===== config.mk =====
export PLATFORM = sky130hd
export DESIGN_NAME = tmr_access_seq
export DESIGN_NICKNAME = d
export VERILOG_FILES = /design/src/rtl/tmr_acc_pkg.sv /design/src/rtl/tmr_ctl_decode.sv /design/src/rtl/tmr_chan_port.sv /design/src/rtl/tmr_access_seq.sv
export SDC_FILE = /design/constraint.sdc
export NUM_CORES = 1
export LEC_CHECK = 0
export BUFFER_PORTS_ARGS = -buffer_cell sky130_fd_sc_hd__buf_2
export CORE_MARGIN = 1.5
export CORE_UTILIZATION = 45
export DETAILED_ROUTE_END_ITERATION = 7
export PLACE_DENSITY_LB_ADDON = 0.05
export SKIP_LAST_GASP = 1
export SYNTH_ARGS = -nofsm -noshare
export SYNTH_HDL_FRONTEND = slang
export SYNTH_SLANG_ARGS = --single-unit

===== constraint.sdc =====
create_clock -name clk -period 4.92 [get_ports clk]
set_input_delay 0.246 -clock clk [delete_from_list [all_inputs] [get_ports clk]]
set_output_delay 0.246 -clock clk [all_outputs]
set_load 0.02 [all_outputs]

===== src/rtl/tmr_acc_pkg.sv =====
package tmr_acc_pkg;
   localparam int BYTE_W = 8;
   localparam int WORD_W = 2 * BYTE_W;

   // access-mode codes; ACC_NONE doubles as "no count captured"
   localparam logic [1:0] ACC_NONE = 2'd0;
   localparam logic [1:0] ACC_LO   = 2'd1;
   localparam logic [1:0] ACC_HI   = 2'd2;
   localparam logic [1:0] ACC_WORD = 2'd3;

   function automatic logic [2:0] fold_mode(input logic [2:0] m);
      return (m > 3'd5) ? (m - 3'd4) : m;
   endfunction
endpackage


===== src/rtl/tmr_ctl_decode.sv =====
module tmr_ctl_decode #(
   parameter int NUM_CH = 3
) (
   input  logic              wr_en,
   input  logic              rd_en,
   input  logic [1:0]        addr,
   input  logic [7:1]        wbits,
   output logic [NUM_CH-1:0] cfg_we,
   output logic [NUM_CH-1:0] cnt_req,
   output logic [NUM_CH-1:0] stat_req,
   output logic [NUM_CH-1:0] data_we,
   output logic [NUM_CH-1:0] data_re
);
   localparam logic [1:0] CTL_ADDR = 2'd3;

   logic ctl_wr, rb_cmd;
   assign ctl_wr = wr_en && (addr == CTL_ADDR);
   assign rb_cmd = ctl_wr && (wbits[7:6] == 2'd3);

   always_comb begin
      for (int i = 0; i < NUM_CH; i++) begin
         data_we[i]  = wr_en && (addr == 2'(i));
         data_re[i]  = rd_en && !wr_en && (addr == 2'(i));
         cfg_we[i]   = 1'b0;
         cnt_req[i]  = 1'b0;
         stat_req[i] = 1'b0;
         if (rb_cmd) begin
            if (wbits[i+1]) begin
               cnt_req[i]  = !wbits[5];
               stat_req[i] = !wbits[4];
            end
         end else if (ctl_wr && (wbits[7:6] == 2'(i))) begin
            if (wbits[5:4] == 2'd0) cnt_req[i] = 1'b1;
            else                    cfg_we[i]  = 1'b1;
         end
      end
   end
endmodule


===== src/rtl/tmr_chan_port.sv =====
module tmr_chan_port
   import tmr_acc_pkg::*;
#(
   parameter logic [1:0] DEF_ACC = ACC_LO
) (
   input  logic              clk,
   input  logic              rst_n,
   input  logic              cfg_we,
   input  logic [5:0]        cfg_bits,
   input  logic              cnt_req,
   input  logic              stat_req,
   input  logic              data_we,
   input  logic              data_re,
   input  logic [BYTE_W-1:0] wdata,
   input  logic [WORD_W-1:0] cnt_live,
   input  logic              out_live,
   output logic [BYTE_W-1:0] rdata,
   output logic              ld_stb,
   output logic [WORD_W-1:0] ld_val
);
   logic [1:0]        acc_q;
   logic [2:0]        mode_q;
   logic              bcd_q;
   logic              wr_hi_q, rd_hi_q;
   logic [BYTE_W-1:0] hold_q;
   logic [1:0]        clat_q;
   logic [WORD_W-1:0] clat_val_q;
   logic              slat_q;
   logic [BYTE_W-1:0] slat_val_q;

   always_comb begin
      if (slat_q)
         rdata = slat_val_q;
      else if (clat_q != ACC_NONE)
         rdata = (clat_q == ACC_HI) ? clat_val_q[WORD_W-1:BYTE_W] : clat_val_q[BYTE_W-1:0];
      else if (acc_q == ACC_HI || (acc_q == ACC_WORD && rd_hi_q))
         rdata = cnt_live[WORD_W-1:BYTE_W];
      else
         rdata = cnt_live[BYTE_W-1:0];
   end

   always_ff @(posedge clk) begin
      if (!rst_n) begin
         acc_q      <= DEF_ACC;
         mode_q     <= 3'd0;
         bcd_q      <= 1'b0;
         wr_hi_q    <= 1'b0;
         rd_hi_q    <= 1'b0;
         hold_q     <= '0;
         clat_q     <= ACC_NONE;
         clat_val_q <= '0;
         slat_q     <= 1'b0;
         slat_val_q <= '0;
         ld_stb     <= 1'b0;
         ld_val     <= '0;
      end else begin
         ld_stb <= 1'b0;
         if (cfg_we) begin
            acc_q   <= cfg_bits[5:4];
            mode_q  <= fold_mode(cfg_bits[3:1]);
            bcd_q   <= cfg_bits[0];
            wr_hi_q <= 1'b0;
            rd_hi_q <= 1'b0;
         end
         if (cnt_req && clat_q == ACC_NONE) begin
            clat_q     <= acc_q;
            clat_val_q <= cnt_live;
         end
         if (stat_req && !slat_q) begin
            slat_q     <= 1'b1;
            slat_val_q <= {out_live, 1'b0, acc_q, mode_q, bcd_q};
         end
         if (data_we) begin
            case (acc_q)
               ACC_HI: begin
                  ld_stb <= 1'b1;
                  ld_val <= {wdata, {BYTE_W{1'b0}}};
               end
               ACC_WORD: begin
                  if (wr_hi_q) begin
                     ld_stb <= 1'b1;
                     ld_val <= {wdata, hold_q};
                  end else begin
                     hold_q <= wdata;
                  end
                  wr_hi_q <= !wr_hi_q;
               end
               default: begin
                  ld_stb <= 1'b1;
                  ld_val <= {{BYTE_W{1'b0}}, wdata};
               end
            endcase
         end
         if (data_re) begin
            if (slat_q)
               slat_q <= 1'b0;
            else if (clat_q != ACC_NONE)
               clat_q <= (clat_q == ACC_WORD) ? ACC_HI : ACC_NONE;
            else if (acc_q == ACC_WORD)
               rd_hi_q <= !rd_hi_q;
         end
      end
   end

   assert_acc_valid_R2: assert property (@(posedge clk) disable iff (!rst_n)
      acc_q != ACC_NONE);
   assert_stat_hold_R9: assert property (@(posedge clk) disable iff (!rst_n)
      slat_q && stat_req && !data_re |=> $stable(slat_val_q));
   assert_cnt_hold_R9: assert property (@(posedge clk) disable iff (!rst_n)
      (clat_q != ACC_NONE) && cnt_req && !data_re |=> $stable(clat_val_q));
   assert_stat_first_R10: assert property (@(posedge clk) disable iff (!rst_n)
      data_re && slat_q && !cnt_req |=> !slat_q && $stable(clat_q));
   assert_word_no_load_R4: assert property (@(posedge clk) disable iff (!rst_n)
      data_we && acc_q == ACC_WORD && !wr_hi_q |=> !ld_stb);
endmodule


===== src/rtl/tmr_access_seq.sv =====
module tmr_access_seq
   import tmr_acc_pkg::*;
#(
   parameter int         NUM_CH  = 3,
   parameter logic [1:0] DEF_ACC = ACC_LO
) (
   input  logic                     clk,
   input  logic                     rst_n,
   input  logic                     bus_wr,
   input  logic                     bus_rd,
   input  logic [1:0]               bus_addr,
   input  logic [BYTE_W-1:0]        bus_wdata,
   output logic [BYTE_W-1:0]        bus_rdata,
   input  logic [NUM_CH*WORD_W-1:0] cnt_in,
   input  logic [NUM_CH-1:0]        out_in,
   output logic [NUM_CH-1:0]        ld_stb,
   output logic [NUM_CH*WORD_W-1:0] ld_val
);
   generate
      if (NUM_CH < 1 || NUM_CH > 3) begin : g_bad_nch
         $error("NUM_CH must be 1..3");
      end
      if (DEF_ACC == ACC_NONE) begin : g_bad_acc
         $error("DEF_ACC must be a nonzero access code");
      end
   endgenerate

   logic [NUM_CH-1:0] cfg_we, cnt_req, stat_req, data_we, data_re;
   logic [BYTE_W-1:0] ch_rd [NUM_CH];

   tmr_ctl_decode #(.NUM_CH(NUM_CH)) u_dec (
      .wr_en(bus_wr), .rd_en(bus_rd), .addr(bus_addr), .wbits(bus_wdata[7:1]),
      .cfg_we(cfg_we), .cnt_req(cnt_req), .stat_req(stat_req),
      .data_we(data_we), .data_re(data_re)
   );

   generate
      for (genvar c = 0; c < NUM_CH; c++) begin : g_ch
         tmr_chan_port #(.DEF_ACC(DEF_ACC)) u_ch (
            .clk(clk), .rst_n(rst_n),
            .cfg_we(cfg_we[c]), .cfg_bits(bus_wdata[5:0]),
            .cnt_req(cnt_req[c]), .stat_req(stat_req[c]),
            .data_we(data_we[c]), .data_re(data_re[c]),
            .wdata(bus_wdata),
            .cnt_live(cnt_in[c*WORD_W +: WORD_W]), .out_live(out_in[c]),
            .rdata(ch_rd[c]),
            .ld_stb(ld_stb[c]), .ld_val(ld_val[c*WORD_W +: WORD_W])
         );
      end
   endgenerate

   always_comb begin
      bus_rdata = '0;
      for (int i = 0; i < NUM_CH; i++)
         if (data_re[i]) bus_rdata = ch_rd[i];
   end

   assert_ld_onehot_R3: assert property (@(posedge clk) disable iff (!rst_n)
      $onehot0(ld_stb));
   assert_ld_after_wr_R3: assert property (@(posedge clk) disable iff (!rst_n)
      (ld_stb != '0) |-> $past(bus_wr && bus_addr != 2'd3));
   assert_ctl_rd_zero_R11: assert property (@(posedge clk) disable iff (!rst_n)
      bus_rd && !bus_wr && bus_addr == 2'd3 |-> bus_rdata == '0);
endmodule


==> results of run 1 <==
-- worst max-delay path, stage by stage, from the launching register on --
cell	delay (ps)
dfxtp_1	720
nor2b_1	580
o21ai_0	150
a311o_1	360
a221oi_2	260
buf_2	210
-- cells by family (layout without fill, tap and decap cells) --
group / after synthesis / in the layout / share of synthesized area
buffers and inverters: 117 / 189 / 0.0588
DFF: 177 / 177 / 0.410
muxes: 105 / 105 / 0.122
AOI/OAI and AO/OA: 175 / 175 / 0.165
and+or+nand+nor: 360 / 360 / 0.245
other: 0 / 1 / 0
-- power by group through the flow --
stage | logic [uW] | registers [uW] | clock network [uW]
2_1_floorplan | 140 | 1500 | 0
4_1_cts | 236 | 1460 | 1410
3_5_place_dp | 235 | 1500 | 0
3_3_place_gp | 235 | 1500 | 0
6_report | 233 | 1460 | 1370
5_1_grt | 254 | 1460 | 1460
-- cell usage in the layout, fill, tap and decap left out, types with 9 or more instances in the layout --
master,n
nand3_1,42
a221oi_1,14
o21a_1,15
inv_1,22
nor3b_1,25
a21boi_0,23
o21ai_0,12
buf_2,122
nor2b_1,132
a21oi_1,17
a31oi_1,9
and3b_1,9
dfxtp_1,177
nand2_1,40
o211a_1,10
and3_1,14
buf_4,13
clkbuf_16,17
a211o_1,17
mux2i_1,105
a311o_1,14
nor2_1,41
-- sequential cells by signal, summed over array words and instances, names as in the netlist, 6 cells and up --
register,flops
g_ch.u_ch.ld_val,48
g_ch.u_ch.acc_q,6
g_ch.u_ch.mode_q,9
g_ch.u_ch.clat_q,6
g_ch.u_ch.clat_val_q,48
g_ch.u_ch.hold_q,24
g_ch.u_ch.slat_val_q,21
-- per-stage QoR --
step | hold WS, ps | total power, uW | area [um^2] | std cells | utilization
after global placement | 451 | 1730 | 9260 | 1208 | 0.494
after global routing | 93.4 | 3180 | 9870 | 1241 | 0.526
after detailed placement | 460 | 1730 | 9260 | 1208 | 0.494
final | 89.4 | 3060 | 9870 | 1241 | 0.526
after floorplan | 415 | 1640 | 8640 | 934 | -
after CTS | 76.0 | 3100 | 9870 | 1240 | 0.526
-- worst paths after layout --
| kind | slack (ps) | endpoint | cells past startpoint | start |
|---|---|---|---|---|
| max | 1960 | bus_rdata[3] | 5 | g_ch[2].u_ch.acc_q[0]$_SDFFE_PN1P_ |
| min | 90 | g_ch[2].u_ch.clat_val_q[4]$_SDFFE_PN0N_ | 3 | cnt_in[36] |
| max reg2reg | 2730 | g_ch[1].u_ch.clat_val_q[0]$_SDFFE_PN0N_ | 5 | g_ch[1].u_ch.clat_q[0]$_SDFF_PN0_ |
| min reg2reg | 470 | g_ch[1].u_ch.ld_val[9]$_SDFFE_PN0P_ | 2 | g_ch[1].u_ch.ld_val[9]$_SDFFE_PN0P_ |
-- synthesized netlist by cell type (6+ instances only) --
| cell | number |
|---|---|
| a2111oi_0 | 8 |
| a211o_1 | 17 |
| a211oi_1 | 8 |
| a21boi_0 | 23 |
| a21oi_1 | 17 |
| a221oi_1 | 14 |
| a221oi_2 | 7 |
| a311o_1 | 14 |
| a31oi_1 | 9 |
| and3_1 | 14 |
| and3b_1 | 9 |
| buf_2 | 9 |
| buf_4 | 7 |
| clkbuf_1 | 70 |
| dfxtp_1 | 177 |
| inv_1 | 22 |
| mux2i_1 | 105 |
| nand2_1 | 40 |
| nand3_1 | 42 |
| nand4_1 | 8 |
| nand4b_1 | 8 |
| nor2_1 | 41 |
| nor2b_1 | 132 |
| nor3b_1 | 25 |
| o211a_1 | 10 |
| o211ai_1 | 8 |
| o21a_1 | 15 |
| o21ai_0 | 12 |
| or2_2 | 6 |
-- cell type report --
type / instances / area, um^2 / area share
clock inverter: 14 / 163 / 0.0165
clock buffer: 18 / 439 / 0.0445
multi-input combinational: 640 / 4640 / 0.470
antenna: 1 / 2.50 / 0.000254
timing repair buffer: 135 / 708 / 0.0718
sequential: 177 / 3540 / 0.359
tap: 234 / 293 / 0.0297
inverter: 22 / 82.6 / 0.00837
-- metal layers --
metal	global-route usage	vias to the layer above	wire length (um)
met4	0.0510	0	237
met2	0.374	136	10600
met5	0	-	0
met1	0.322	3244	10900
li1	-	3438	-
met3	0.0472	16	1130
==> flow_metrics.py, run 1 <==
metrics = {
    "pwr": {
        "p_comb_frac": 0.076,
        "vdd_ir_drop_max_v": 0.000271,
        "powerDensity_nw_per_um2": 311,
        "power_frac_seq": 0.477,
        "power.share.switching": 0.268,
        "power.net_switching_uw": 822,
        "p_int_uw": 2240,
        "leakage_uw": 0.00375,
        "p_clk_frac": 0.447,
    },
    "global_route": {
        "grt_pass1_wl_um": 36700,
        "overflow": 0,
        "antenna_found_initial": 1,
        "grt_use_total": 0.232,
        "grt_max_degree": 134,
        "grt_pass1_vias": 6605,
    },
    "critical_path": {
        "cp.required_ps": 4670,
        "cp-start-kind": "flop",
        "cp-end-kind": "output port",
        "cp_max_fo": 14,
        "critPathKind": "reg2out",
        "arrival_ps": 2710,
    },
    "placement": {
        "finalWeightedCongestion": 0.777,
        "pre_cts_slack_ps": 2350,
        "port_buffers": 123,
        "place_hpwl_um": 15000,
    },
    "detailed_routing": {
        "vias": 6834,
        "drcViolationCount": 0,
        "vias_per_cell": 5.51,
        "dr.pass1.iters": 5,
        "wl_per_cell_um": 18.4,
        "antenna_left": 0,
        "routed_wl_um": 22800,
        "drtIter0Drc": 333,
    },
    "min_path": {
        "holdCritPathClass": "in2reg",
    },
    "cts": {
        "htreeDepth": 4,
        "clockRootBuffer": "clkbuf_16",
        "hold_buffers": 0,
        "cts_setup_buffers": 0,
        "ctsResizeCount": 0,
        "clock_path_buffers": 2,
        "cts_buffers": 17,
        "cts_tree": "done",
        "cts_sinks": 177,
        "clk_pin_slew_ps": 70,
        "clock_latency_ps": 430,
    },
    "synth": {
        "yosys_warnings": 0,
        "async_reset_ff_frac": 0,
        "syn-mean-instance-area_um2": 9.26,
        "synthCells": 934,
        "synth_top_area_frac": 0.410,
        "synth_area_leaders": "dfxtp_1 (41%), mux2i_1 (12%), nor2b_1 (9.6%)",
        "synth_edf_count": 0,
        "ys.flop_type": "dfxtp_1",
        "synthDistinctLibCells": 55,
        "synthesis.area_um2": 8640,
        "syn-num-nets": 999,
        "ys_seq_area_frac": 0.410,
        "ys_ff_latch": 177,
        "synth.largest_area_cell": "dfxtp_1",
    },
    "sta": {
        "fin_crit_ps": 2960,
        "skew_ps": 9.91,
        "timing_max_transition_violations_final": 0,
        "hold_viol": 0,
        "fin_setup_tns_ps": 0,
        "setup_slack_ps": 1960,
        "max_slew_margin": 0.252,
        "clock.fmax_mhz": 338,
        "finalSetupViolations": 0,
        "tightest_slew_ps": 1120,
        "post-route-period-util": 0.601,
        "rsz0062_at_grt": "no",
    },
    "finish": {
        "area_growth_pct": 14.2,
        "num-nets-final": 1058,
        "nFillCells": 1792,
        "drive_above_1_share": 0.191,
    },
    "floorplan": {
        "io_pins": 124,
        "row_count": 50,
        "dieWidth_um": 142,
        "initial_core_util": 0.461,
        "die_area_um2": 20100,
        "die_h_um": 142,
        "core_um2": 18800,
    },
    "run": {
        "cap_violations": 0,
    },
    "status": {
        "status": "completed",
    },
}
Power figures use the tool's default switching activity.
==> run 2, diff against run 1 <==
clock period = 2.73 ns   (was 4.92 ns; I/O delays follow)
==> flow_metrics.py, run 2 (same netlist as run 1, synthesis figures left out) <==
metrics = {
    "sta": {
        "finalSetupViolations": 0,
        "post-route-period-util": 0.964,
        "clock.fmax_mhz": 380,
        "hold_viol": 0,
        "rsz0062_at_grt": "yes",
        "hold_slack_ps": 8.49,
        "skew_ps": 9.68,
        "setup_slack_ps": 99.3,
        "max_slew_margin": 0.526,
        "timing_max_transition_violations_final": 0,
        "tightest_slew_ps": 710,
        "fin_crit_ps": 2630,
    },
    "pwr": {
        "power.share.switching": 0.261,
        "leakage_uw": 0.00401,
        "p_clk_frac": 0.430,
        "power.net_switching_uw": 1430,
        "powerDensity_nw_per_um2": 525,
        "vdd_ir_drop_max_v": 0.000439,
        "p_int_uw": 4060,
        "power_frac_seq": 0.480,
        "p_comb_frac": 0.090,
    },
    "finish": {
        "num-nets-final": 1123,
        "stdcell_area_um2": 10400,
        "drive_above_1_share": 0.199,
        "layout_commonest_cell": "dfxtp_1",
        "fin_cells": 1305,
        "final_cell_mix": "dfxtp_1 (176), nor2b_1 (132), buf_2 (122), mux2i_1 (105), dlygate4sd3_1 (47)",
        "final_core_util": 0.557,
        "area_growth_pct": 20.9,
        "largestRegisters": "g_ch.u_ch.clat_val_q x48, g_ch.u_ch.ld_val x48, g_ch.u_ch.hold_q x24",
        "diodes": 0,
    },
    "cts": {
        "clock_latency_ps": 430,
        "cts_buffers": 17,
        "clock_path_buffers": 2,
        "clockRootBuffer": "clkbuf_16",
        "htreeDepth": 4,
        "cts_tree": "done",
        "cts_sinks": 177,
        "clk_pin_slew_ps": 70,
    },
    "detailed_routing": {
        "wl_per_cell_um": 18.3,
        "drtIter0Drc": 332,
        "dr.pass1.iters": 5,
        "vias_per_cell": 5.48,
        "antenna_left": 0,
        "vias": 7150,
        "routed_wl_um": 23900,
        "drcViolationCount": 0,
    },
    "global_route": {
        "grt_max_degree": 75,
        "grt_pass1_vias": 7027,
        "grt_use_total": 0.246,
        "overflow": 0,
        "antenna_found_initial": 0,
        "grt_pass1_wl_um": 38500,
    },
    "placement": {
        "pre_cts_slack_ps": 322,
        "dpl-instance-area_um2": 9410,
        "port_buffers": 123,
        "finalWeightedCongestion": 0.791,
        "place_hpwl_um": 15800,
        "dp.cells": 1226,
    },
    "critical_path": {
        "cp-end-kind": "output port",
        "r2r_slack_ps": 580,
        "cp-start-kind": "flop",
        "startpoint": "g_ch[1].u_ch.clat_q[1]$_SDFF_PN0_",
        "r2r_end": "g_ch[0].u_ch.clat_val_q[12]$_SDFFE_PN0N_",
        "critPathKind": "reg2out",
        "rr_worst_depth": 5,
        "crit_chain": "or2_4 > a211o_1 > a311o_1 > a221oi_2 > buf_2",
        "endpoint": "bus_rdata[3]",
        "cp_max_fo": 12,
        "crit-reg2reg-launch": "g_ch[0].u_ch.clat_q[0]$_SDFF_PN0_",
        "arrival_ps": 2490,
        "cpPeakStageDelay_ps": 450,
        "cp.required_ps": 2590,
        "crit_slowest_cell": "dfxtp_1",
    },
    "floorplan": {
        "die_area_um2": 20100,
        "row_count": 50,
        "io_pins": 124,
        "die_h_um": 142,
        "core_um2": 18800,
        "initial_core_util": 0.461,
        "dieWidth_um": 142,
    },
    "run": {
        "cap_violations": 0,
    },
    "min_path": {
        "holdCritPathClass": "in2reg",
    },
    "status": {
        "status": "completed",
    },
}
==> run 2: changes by cell type in the layout (fill, tap and decap cells not counted), sizes merged <==
cell | previous run | this run
clkinv | 6 | 4
inv | 30 | 31
dlygate4sd3 | 0 | 47
buf | 135 | 153
clkinvlp | 0 | 1
diode | 1 | 0
==> run 2: through the flow <==
| step | power, uW | setup TNS (ps) |
|---|---|---|
| floorplan | 2960 | 0 |
| global placement | 3130 | 0 |
| detailed placement | 3130 | 0 |
| CTS | 5540 | 0 |
| global route | 5710 | -28.8 |
| finish | 5490 | 0 |
==> run 2: worst min path at each step <==
stage          slack (ps)       start  depth (start not counted)                                        to
6_report                8   cnt_in[2]                          3   g_ch[0].u_ch.clat_val_q[2]$_SDFFE_PN0N_
5_1_grt                 4  cnt_in[45]                          3  g_ch[2].u_ch.clat_val_q[13]$_SDFFE_PN0N_
4_1_cts                 2  cnt_in[23]                          3   g_ch[1].u_ch.clat_val_q[7]$_SDFFE_PN0N_
3_5_place_dp          410   out_in[1]                          3   g_ch[1].u_ch.slat_val_q[7]$_SDFFE_PN0P_
3_3_place_gp          390   out_in[1]                          3   g_ch[1].u_ch.slat_val_q[7]$_SDFFE_PN0P_
2_1_floorplan         310  cnt_in[26]                          2  g_ch[1].u_ch.clat_val_q[10]$_SDFFE_PN0N_
==> run 2: critical path: cells and delay by family (launching register included) <==
kind,cells,cell delay [ps]
and+or+nand+nor,1,360
AOI/OAI and AO/OA,3,1030
DFF,1,450
buffers and inverters,1,220
==> run 2: area by class of cell <==
cell class / instances / area [um^2]
clock buffers: 18 / 439
clock inverters: 14 / 119
fillers: 1744 / 8320
inverters: 22 / 82.6
multi-input cells: 640 / 4640
flip-flops and latches: 177 / 3540
well taps: 234 / 293
repair buffers: 200 / 1330
==> run 2: repair_timing <==
action                                 4_1_cts  5_1_grt
gates resized for setup                      1        3
endpoints found under the hold margin       46        1
gates cloned                                 0        0
hold buffers                                46        1
setup endpoints to repair                    1        5
setup buffers                                0        0
==> run 2: layer usage <==
metal,share of wire,vias up,routed length [um],GRT usage
li1,-,3568,-,-
met1,0.49,3411,11800,0.334
met2,0.45,146,10800,0.397
met3,0.036,25,857,0.0486
met4,0.018,0,424,0.0684
met5,0,-,0,0
==> run 2: power groups by stage <==
stage,sequential [uW],clock (uW),combinational [uW]
5_1_grt,2640,2530,536
3_3_place_gp,2690,0,441
3_5_place_dp,2690,0,442
6_report,2630,2360,495
2_1_floorplan,2710,0,253
4_1_cts,2630,2420,494
==> run 3, diff against run 2 <==
HOLD_SLACK_MARGIN = 0.12   (was default)
==> flow_metrics.py, run 3 (same netlist as run 1, synthesis figures left out) <==
metrics = {
    "detailed_routing": {
        "antenna_left": 0,
        "drtIter0Drc": 308,
        "dr.pass1.iters": 4,
        "vias_per_cell": 5.45,
        "drcViolationCount": 0,
        "vias": 7140,
        "routed_wl_um": 24000,
        "wl_per_cell_um": 18.3,
    },
    "critical_path": {
        "critPathKind": "reg2out",
        "r2r_end": "g_ch[0].u_ch.clat_val_q[12]$_SDFFE_PN0N_",
        "startpoint": "g_ch[1].u_ch.clat_q[1]$_SDFF_PN0_",
        "crit_slowest_cell": "dfxtp_1",
        "cp-end-kind": "output port",
        "crit-reg2reg-launch": "g_ch[0].u_ch.clat_q[0]$_SDFF_PN0_",
        "cp-start-kind": "flop",
        "crit_chain": "or2_4 > a211o_1 > a311o_1 > a221oi_2 > buf_2",
        "rr_worst_depth": 5,
        "cp_max_fo": 12,
        "cp.required_ps": 2590,
        "crit_family": "compound AO/OA/AOI/OAI gates",
        "r2r_slack_ps": 580,
        "cpPeakStageDelay_ps": 450,
        "crit_buf_inv": 1,
        "arrival_ps": 2480,
    },
    "global_route": {
        "grt_pass1_vias": 7037,
        "grt_max_degree": 75,
        "grt_pass1_wl_um": 38600,
        "antenna_found_initial": 0,
        "overflow": 0,
        "grt_use_total": 0.246,
    },
    "finish": {
        "diodes": 0,
        "final_cell_mix": "dfxtp_1 (176), nor2b_1 (132), buf_2 (122), mux2i_1 (105), dlygate4sd3_1 (53)",
        "drive_above_1_share": 0.198,
        "area_growth_pct": 21.6,
        "num-nets-final": 1129,
        "final_core_util": 0.560,
        "largestRegisters": "g_ch.u_ch.clat_val_q x48, g_ch.u_ch.ld_val x48, g_ch.u_ch.hold_q x24",
        "nFillCells": 1743,
        "fin_cells": 1311,
        "layout_commonest_cell": "dfxtp_1",
    },
    "sta": {
        "fin_setup_tns_ps": 0,
        "finalSetupViolations": 0,
        "rsz0062_at_grt": "yes",
        "post-route-period-util": 0.957,
        "skew_ps": 9.09,
        "timing_max_transition_violations_final": 0,
        "max_slew_margin": 0.528,
        "hold_viol": 0,
        "tightest_slew_ps": 707,
        "clock.fmax_mhz": 383,
        "fin_crit_ps": 2610,
        "setup_slack_ps": 117,
    },
    "min_path": {
        "min_from": "bus_wdata[3]",
        "holdPathEnd": "g_ch[1].u_ch.ld_val[11]$_SDFFE_PN0P_",
        "holdPathStages": 3,
        "holdCritPathClass": "in2reg",
    },
    "cts": {
        "cts_setup_buffers": 0,
        "clock_path_buffers": 2,
        "clk_pin_slew_ps": 70,
        "clockRootBuffer": "clkbuf_16",
        "htreeDepth": 4,
        "cts_sinks": 177,
        "cts_tree": "done",
        "cts_buffers": 17,
        "clock_latency_ps": 430,
    },
    "placement": {
        "pre_cts_slack_ps": 322,
        "place_hpwl_um": 15800,
        "dp.cells": 1226,
        "port_buffers": 123,
        "finalWeightedCongestion": 0.791,
    },
    "floorplan": {
        "dieWidth_um": 142,
        "die_h_um": 142,
        "die_area_um2": 20100,
        "initial_core_util": 0.461,
        "core_um2": 18800,
        "io_pins": 124,
        "row_count": 50,
    },
    "pwr": {
        "powerDensity_nw_per_um2": 522,
        "leakage_uw": 0.00404,
        "vdd_ir_drop_max_v": 0.000433,
    },
    "status": {
        "status": "completed",
    },
    "run": {
        "cap_violations": 0,
    },
}
==> run 3: layout make-up <==
class,instances,area (um^2),share of cell area
well taps,234,293,0.0279
multi-input cells,640,4640,0.442
flip-flops and latches,177,3540,0.337
clock buffers,18,439,0.0418
repair buffers,206,1390,0.132
clock inverters,14,119,0.0113
inverters,22,82.6,0.00786
==> run 3: where the power goes <==
group	internal, uW	switching (uW)	total, uW
Combinational	229	272	501
Clock	1220	1130	2360
Sequential	2610	20.6	2630
==> run 3: worst max path at each step <==
stage,to,slack (ps),cells after the start
after floorplan,bus_rdata[5],740,6
after global placement,bus_rdata[1],350,6
after detailed placement,bus_rdata[1],320,6
after CTS,bus_rdata[3],10,5
after global routing,bus_rdata[3],-30,5
final,bus_rdata[3],120,5
==> run 3: repair_timing <==
item / CTS / global route
hold endpoints to repair: 53 / 0
setup endpoints to repair: 1 / 5
hold buffers: 53 / 0
gates resized for setup: 1 / 3
==> run 3: worst register-to-register path, stage by stage (launching register included) <==
cell       delay (ps)
dfxtp_1           520
or2_2             510
a2111oi_4         350
buf_4             370
mux2i_1           250
nor2b_1            60
==> run 3: routing by layer <==
layer  GRT usage  vias up  share of wire
li1            -     3579              -
met1       0.333     3398           0.48
met2       0.401      145           0.46
met3      0.0486       18          0.046
met4      0.0662        0          0.014
met5           0        -              0
==> run 3: through the flow <==
step	area [um^2]	hold slack [ps]	power [uW]
floorplan	8640	306	2960
global placement	9410	394	3130
detailed placement	9410	406	3130
CTS	10500	145	5550
global route	10500	155	5710
finish	10500	145	5490
